==> config.mk <==
export PLATFORM = sky130hd
export DESIGN_NAME = postinc_load_unit
export DESIGN_NICKNAME = d
export VERILOG_FILES = /design/src/rtl/plu_pkg.sv /design/src/rtl/plu_regfile.sv /design/src/rtl/plu_decode.sv /design/src/rtl/plu_ctrl.sv /design/src/rtl/postinc_load_unit.sv
export SDC_FILE = /design/constraint.sdc
export NUM_CORES = 1
export LEC_CHECK = 0
export ABC_CLOCK_PERIOD_IN_PS = 3650
export CORE_MARGIN = 5
export CORE_UTILIZATION = 50
export CTS_CLUSTER_SIZE = 28
export DETAILED_ROUTE_END_ITERATION = 16
export PLACE_DENSITY = 0.74
export SYNTH_ARGS = -nofsm -noshare
export SYNTH_HDL_FRONTEND = slang
export SYNTH_SLANG_ARGS = --single-unit
==> constraint.sdc <==
create_clock -name clk -period 3.65 [get_ports clk]
set_input_delay 0.73 -clock clk [delete_from_list [all_inputs] [get_ports clk]]
set_output_delay 0.73 -clock clk [all_outputs]
set_load 0.02 [all_outputs]
==> src/rtl/plu_pkg.sv <==
package plu_pkg;
  localparam int IBW   = 8;  // instruction byte width
  localparam int OPC_W = 6;  // opcode field width, top of byte 0

  typedef enum logic [3:0] {
    ST_IDLE,
    ST_BYTE0,
    ST_BYTE1,
    ST_DECODE,
    ST_RD_REQ,
    ST_RD_WAIT,
    ST_LOAD_WB,
    ST_BYTE2,
    ST_BUMP,
    ST_FINISH
  } plu_state_e;
endpackage

==> src/rtl/plu_regfile.sv <==
module plu_regfile #(
  parameter int DW   = 8,
  parameter int NREG = 4,
  localparam int RIW = $clog2(NREG)
) (
  input  logic           clk,
  input  logic           rst,
  input  logic           we,
  input  logic [RIW-1:0] waddr,
  input  logic [DW-1:0]  wdata,
  input  logic [RIW-1:0] raddr,
  output logic [DW-1:0]  rdata,
  input  logic [RIW-1:0] dbg_sel,
  output logic [DW-1:0]  dbg_data
);
  logic [DW-1:0] ents [NREG];

  // one register per entry, cleared by reset
  for (genvar g = 0; g < NREG; g++) begin : g_ent
    logic [DW-1:0] ent_q;
    always_ff @(posedge clk) begin
      if (rst)
        ent_q <= '0;
      else if (we && waddr == RIW'(g))
        ent_q <= wdata;
    end
    assign ents[g] = ent_q;
  end

  assign rdata = ents[raddr];

  // registered debug view
  always_ff @(posedge clk) begin
    if (rst)
      dbg_data <= '0;
    else
      dbg_data <= ents[dbg_sel];
  end
endmodule

==> src/rtl/plu_decode.sv <==
module plu_decode
  import plu_pkg::*;
#(
  parameter int              RIW    = 2,
  parameter logic [OPC_W-1:0] OPCODE = 6'b010000
) (
  input  logic [IBW-1:0] byte0,
  input  logic [RIW-1:0] byte1_idx,
  output logic [RIW-1:0] dst_idx,
  output logic [RIW-1:0] ptr_idx,
  output logic           legal
);
  // opcode in bits 7:2 of byte 0, destination in its low bits
  assign legal   = (byte0[IBW-1 -: OPC_W] == OPCODE);
  assign dst_idx = byte0[RIW-1:0];
  assign ptr_idx = byte1_idx;
endmodule

==> src/rtl/plu_ctrl.sv <==
module plu_ctrl
  import plu_pkg::*;
(
  input  logic       clk,
  input  logic       rst,
  input  logic       start,
  input  logic       legal,
  output plu_state_e state_q,
  output plu_state_e state_d,
  output logic       done,
  output logic       err
);
  always_comb begin
    state_d = state_q;
    unique case (state_q)
      ST_IDLE:    if (start) state_d = ST_BYTE0;
      ST_BYTE0:   state_d = ST_BYTE1;
      ST_BYTE1:   state_d = ST_DECODE;
      ST_DECODE:  state_d = legal ? ST_RD_REQ : ST_FINISH;
      ST_RD_REQ:  state_d = ST_RD_WAIT;
      ST_RD_WAIT: state_d = ST_LOAD_WB;
      ST_LOAD_WB: state_d = ST_BYTE2;
      ST_BYTE2:   state_d = ST_BUMP;
      ST_BUMP:    state_d = ST_FINISH;
      // a start in the finishing cycle chains the next instruction
      ST_FINISH:  state_d = start ? ST_BYTE0 : ST_IDLE;
      default:    state_d = ST_IDLE;
    endcase
  end

  always_ff @(posedge clk) begin
    if (rst) begin
      state_q <= ST_IDLE;
      done    <= 1'b0;
      err     <= 1'b0;
    end else begin
      state_q <= state_d;
      done    <= (state_d == ST_FINISH);
      err     <= (state_q == ST_DECODE) && !legal;
    end
  end
endmodule

==> src/rtl/postinc_load_unit.sv <==
module postinc_load_unit
  import plu_pkg::*;
#(
  parameter int               DW     = 8,
  parameter int               IAW    = 8,
  parameter int               NREG   = 4,
  parameter logic [OPC_W-1:0] OPCODE = 6'b010000,
  localparam int              RIW    = $clog2(NREG)
) (
  input  logic           clk,
  input  logic           rst,
  input  logic           start,
  input  logic [IAW-1:0] instr_addr,
  output logic           imem_en,
  output logic [IAW-1:0] imem_addr,
  input  logic [IBW-1:0] imem_rdata,
  output logic           dmem_rd,
  output logic [DW-1:0]  dmem_addr,
  input  logic [DW-1:0]  dmem_rdata,
  input  logic [RIW-1:0] dbg_sel,
  output logic [DW-1:0]  dbg_data,
  output logic           done,
  output logic           err
);
  plu_state_e state_q, state_d;

  logic [IBW-1:0] byte0_q;
  logic [RIW-1:0] byte1_q;
  logic [DW-1:0]  mdr_q;
  logic [DW-1:0]  step_q;
  logic [RIW-1:0] dst_idx, ptr_idx;
  logic           legal;

  logic           rf_we;
  logic [RIW-1:0] rf_waddr;
  logic [DW-1:0]  rf_wdata;
  logic [DW-1:0]  ptr_val;

  plu_ctrl u_ctrl (
    .clk     (clk),
    .rst     (rst),
    .start   (start),
    .legal   (legal),
    .state_q (state_q),
    .state_d (state_d),
    .done    (done),
    .err     (err)
  );

  plu_decode #(.RIW(RIW), .OPCODE(OPCODE)) u_dec (
    .byte0     (byte0_q),
    .byte1_idx (byte1_q),
    .dst_idx   (dst_idx),
    .ptr_idx   (ptr_idx),
    .legal     (legal)
  );

  plu_regfile #(.DW(DW), .NREG(NREG)) u_rf (
    .clk      (clk),
    .rst      (rst),
    .we       (rf_we),
    .waddr    (rf_waddr),
    .wdata    (rf_wdata),
    .raddr    (ptr_idx),
    .rdata    (ptr_val),
    .dbg_sel  (dbg_sel),
    .dbg_data (dbg_data)
  );

  // single write port: load write-back, then pointer bump
  always_comb begin
    rf_we    = 1'b0;
    rf_waddr = dst_idx;
    rf_wdata = mdr_q;
    if (state_q == ST_LOAD_WB) begin
      rf_we = 1'b1;
    end else if (state_q == ST_BUMP) begin
      rf_we    = 1'b1;
      rf_waddr = ptr_idx;
      rf_wdata = ptr_val + step_q;  // wraps modulo 2**DW
    end
  end

  // fetch sequencing
  always_ff @(posedge clk) begin
    if (rst) begin
      imem_en   <= 1'b0;
      imem_addr <= '0;
    end else begin
      imem_en <= (state_d == ST_BYTE0) || (state_d == ST_BYTE1) ||
                 (state_d == ST_BYTE2);
      if (state_d == ST_BYTE0)
        imem_addr <= instr_addr;
      else if (state_d == ST_BYTE1 || state_d == ST_BYTE2)
        imem_addr <= imem_addr + IAW'(1);
    end
  end

  // byte capture and holding registers
  always_ff @(posedge clk) begin
    if (rst) begin
      byte0_q <= '0;
      byte1_q <= '0;
      step_q  <= '0;
      mdr_q   <= '0;
    end else begin
      if (state_q == ST_BYTE0)   byte0_q <= imem_rdata;
      if (state_q == ST_BYTE1)   byte1_q <= imem_rdata[RIW-1:0];
      if (state_q == ST_BYTE2)   step_q  <= DW'(imem_rdata);
      if (state_q == ST_RD_WAIT) mdr_q   <= dmem_rdata;
    end
  end

  // data read request, address is the pointer before the bump
  always_ff @(posedge clk) begin
    if (rst) begin
      dmem_rd   <= 1'b0;
      dmem_addr <= '0;
    end else begin
      dmem_rd <= (state_d == ST_RD_REQ);
      if (state_q == ST_DECODE)
        dmem_addr <= ptr_val;
    end
  end
endmodule

==> flow_summary.json <==
{
  "detailroute.via_count": 3524,
  "critPathBufInv": 1,
  "worstSetupStartpointType": "register",
  "floorplan.initialDensity_pct": 51.4,
  "nets": 547,
  "final.setup_skew_ns": 0.0107,
  "crit_chain": "mux4_2 -> ha_1 -> a211oi_1 -> o21bai_1 -> mux2i_1 -> a2111oi_0 -> buf_4 -> a211oi_1",
  "critPathMostFrequentCell": "sky130_fd_sc_hd__a211oi_1",
  "yosysSeqAreaShare_pct": 42.5,
  "setup_viol": 0,
  "overflow": 0,
  "hold_violations": 0,
  "critical_path.max_stage_delay_ns": 0.77,
  "critical_path.max_fanout": 11,
  "layout_worst_path_cycle_share_pct": 88.2,
  "die_width_um": 102,
  "detail-route-antenna-nets": 0,
  "wire_length_of_the_first_global_routing_pass_mm": 16.3,
  "core_area_um2": 8260,
  "clk_pin_slew_worst_paths_ns": 0.09,
  "power.internal_w": 0.00140,
  "power_frac_clock_pct": 33.0,
  "min-delay-start": "byte0_q[5]",
  "tritoncts_num_sinks": 90,
  "switching_fraction_pct": 26.0,
  "r2r-end": "u_rf.g_ent[3].ent_q[5]",
  "mappedNetlistNets": 506,
  "synth_top_flop_cell": "sky130_fd_sc_hd__dfxtp_1",
  "finalInstanceArea_um2": 5030,
  "grt_antenna_before_repair": 0,
  "detailed_route_wirelength_on_metal2_mm": 4.90,
  "period_minus_slack_ns": 3.22,
  "cell_count_of_the_worst_hold_path": 2,
  "critical_path_class": "register to register",
  "wl_met3_um": 484,
  "synth-async-reset-ratio_pct": 0,
  "ff2ff_setup_slack_ns": 0.43,
  "route.detailed.drc": 0,
  "detailed_routing_iterations_pass_1": 4,
  "yosysTopAreaCell": "sky130_fd_sc_hd__dfxtp_1",
  "cpLargestDelayFamily": "compound AO/OA/AOI/OAI gates",
  "antenna-diode-count": 0,
  "cts-root-to-sink-buffers": 2,
  "fin_tns_setup_ns": 0,
  "post_synth_edffs": 0,
  "vdd.ir_drop.worst_mv": 0.261,
  "grt_max_degree": 62,
  "synthMostInstantiatedCell": "sky130_fd_sc_hd__dfxtp_1",
  "number_of_hold_repair_buffers_added_at_the_cts_stage": 0,
  "yosysWarnings": 0,
  "final_layout_size_suffix_gt1_share_pct": 8.75,
  "flow.area_growth_from_synthesis_pct": 18.5,
  "cts_tree": "yes",
  "fp-row-count": 33,
  "ys_types": 52,
  "placed_cell_area_um2": 4850,
  "comb_power_share_pct": 11.9,
  "cp_num_cells": 8,
  "slew-limit-headroom_pct": 31.2,
  "yosys_register_bits": 90,
  "clock-root-buffer": "sky130_fd_sc_hd__clkbuf_8",
  "max_cap_viol_count": 0,
  "outcome": "finished, final reports clean",
  "worstRegToRegCells": 8,
  "post-dp-hpwl_mm": 7.22,
  "drt_first_iter_violations": 225,
  "first_global_vias": 3247,
  "route.final.wire_length_mm": 9.95,
  "postSynthAreaPerCell_um2": 9.07,
  "p_sw_w": 0.000491,
  "power_leakage_nw": 1.64,
  "io_buffers": 56,
  "num_io_pins": 57,
  "critical_path_required_ns": 3.85,
  "gp_congestion": 0.929,
  "worst-slew-pin-transition_ns": 1.02,
  "cp.arrival_ns": 3.42,
  "max_clock_freq_ghz": 0.311,
  "crit_slowest_cell": "sky130_fd_sc_hd__dfxtp_1",
  "die_area_um2": 10400,
  "top_area_cell_type_share_of_the_netlist_area_pct": 42.5,
  "grt_setup_unrepaired": "false",
  "clkLatencyLatePin_ns": 0.35,
  "cts_resized": 0,
  "htree_levels": 3,
  "worst_setup_path_end_kind": "register",
  "place_ws_ns": 0.473,
  "final_critical_path_setup_slack_ns": 0.431,
  "power_frac_seq_pct": 55.2,
  "power_density_nw_per_um2": 376,
  "routedLengthMet1_mm": 4.46,
  "postCtsSetupRepairBufs": 0,
  "cts_inserted_buffers": 9,
  "floorplan.die.height_um": 102,
  "gr-usage-all-layers_pct": 19.9,
  "synth.area.top_cells": "sky130_fd_sc_hd__dfxtp_1 (42%), sky130_fd_sc_hd__mux4_2 (8.5%), sky130_fd_sc_hd__nand2_1 (5.9%)",
  "synth_top_cells_by_count": "sky130_fd_sc_hd__dfxtp_1 (90), sky130_fd_sc_hd__nand2_1 (67), sky130_fd_sc_hd__nor2_1 (53)",
  "synth_area_um2": 4240,
  "timing.rr.start": "byte1_q[0]",
  "post_drt_wl_per_cell_um": 16.1,
  "maxSlewViolCount": 0,
  "netlist_instances": 468,
  "timing.hold.worst.class": "register to register",
  "top_layer_used_by_detailed_routing": "met4",
  "hold-path-endpoint": "byte0_q[5]",
  "viasPerCell": 5.69
}
==> how the worst max path moves through the flow <==
| stage | startpoint | end | slack, ns |
|---|---|---|---|
| 4_1_cts | byte1_q[0] | u_rf.g_ent[3].ent_q[5] | 0.44 |
| 3_5_place_dp | byte1_q[0] | u_rf.g_ent[3].ent_q[5] | 0.47 |
| 3_3_place_gp | byte1_q[0] | u_rf.g_ent[3].ent_q[5] | 0.50 |
| 5_1_grt | byte1_q[0] | u_rf.g_ent[3].ent_q[5] | 0.16 |
| 2_1_floorplan | byte1_q[0] | u_rf.g_ent[3].ent_q[5] | 0.70 |
| 6_report | byte1_q[0] | u_rf.g_ent[3].ent_q[5] | 0.43 |
==> logic make-up (layout without fill, tap and decap cells) <==
family | count (synthesis) | count (layout) | share of synthesized area (%)
mux | 36 | 36 | 13.3
simple gates | 182 | 182 | 20.7
xor+xnor | 2 | 2 | 0.413
fa+ha+maj | 10 | 10 | 3.07
compound gates | 110 | 110 | 16.3
flops | 90 | 90 | 42.5
buf+inv | 38 | 84 | 3.83
==> flip-flops by register name, indices dropped and copies added (netlist names), 2 cells and up <==
signal	flops
byte0_q	8
byte1_q	2
dmem_addr	8
imem_addr	8
mdr_q	8
step_q	8
u_ctrl.state_q	4
u_rf.dbg_data	8
u_rf.g_ent.ent_q	32
==> cell type report <==
cell class	count	area, um^2
clock buffers	12	155
clock inverters	4	26.3
fillers	707	3230
inverters	6	22.5
multi-input cells	340	2280
flip-flops and latches	90	1800
well taps	105	131
repair buffers	62	613
==> cell usage in the layout (no fill, tap or decap), types with 2 or more instances in the layout <==
cell type / n
sky130_fd_sc_hd__dfxtp_1: 90
sky130_fd_sc_hd__a2111oi_0: 3
sky130_fd_sc_hd__nor4_1: 2
sky130_fd_sc_hd__nand2_1: 67
sky130_fd_sc_hd__buf_4: 5
sky130_fd_sc_hd__mux4_2: 16
sky130_fd_sc_hd__o21ai_0: 19
sky130_fd_sc_hd__nor2b_1: 14
sky130_fd_sc_hd__mux2i_1: 18
sky130_fd_sc_hd__or3b_2: 2
sky130_fd_sc_hd__nor4b_1: 3
sky130_fd_sc_hd__clkinv_2: 2
sky130_fd_sc_hd__clkdlybuf4s50_1: 55
sky130_fd_sc_hd__nor2_1: 53
sky130_fd_sc_hd__inv_1: 6
sky130_fd_sc_hd__a31oi_1: 3
sky130_fd_sc_hd__nor3_1: 9
sky130_fd_sc_hd__nand3b_1: 2
sky130_fd_sc_hd__nand2b_1: 3
sky130_fd_sc_hd__a211oi_1: 28
sky130_fd_sc_hd__mux2_2: 2
sky130_fd_sc_hd__nand3_1: 5
sky130_fd_sc_hd__clkbuf_8: 11
sky130_fd_sc_hd__or3_1: 6
sky130_fd_sc_hd__and3_1: 2
sky130_fd_sc_hd__a21oi_1: 39
sky130_fd_sc_hd__and2_1: 4
sky130_fd_sc_hd__a21o_1: 7
sky130_fd_sc_hd__o21bai_1: 4
sky130_fd_sc_hd__ha_1: 8
==> through the flow <==
stage | utilization, % | hold WS (ns) | power, W | cells
after floorplan | - | 0.436 | 0.00120 | 468
after global placement | 58.7 | 0.445 | 0.00129 | 603
after detailed placement | 58.7 | 0.450 | 0.00129 | 603
after CTS | 60.9 | 0.461 | 0.00191 | 619
after global routing | 60.9 | 0.495 | 0.00198 | 619
final | 60.9 | 0.458 | 0.00189 | 619
==> power by group through the flow <==
stage | Combinational [W] | Sequential, W | Clock [W]
global placement | 0.000221 | 0.00106 | 0
floorplan | 0.000145 | 0.00106 | 0
finish | 0.000224 | 0.00104 | 0.000623
global route | 0.000246 | 0.00105 | 0.000689
CTS | 0.000225 | 0.00104 | 0.000636
detailed placement | 0.000225 | 0.00107 | 0
==> per-layer routing <==
metal	vias up	GRT usage, %
met5	-	0
met4	0	5.35
met3	9	3.89
met2	95	33.6
met1	1665	26.1
li1	1755	-
==> worst min-delay path: stages (launching register included) <==
cell	delay (ns)
sky130_fd_sc_hd__dfxtp_1	0.31
sky130_fd_sc_hd__nand2_1	0.05
sky130_fd_sc_hd__a21oi_1	0.05
Note: power is estimated with default switching activity, not from simulation.
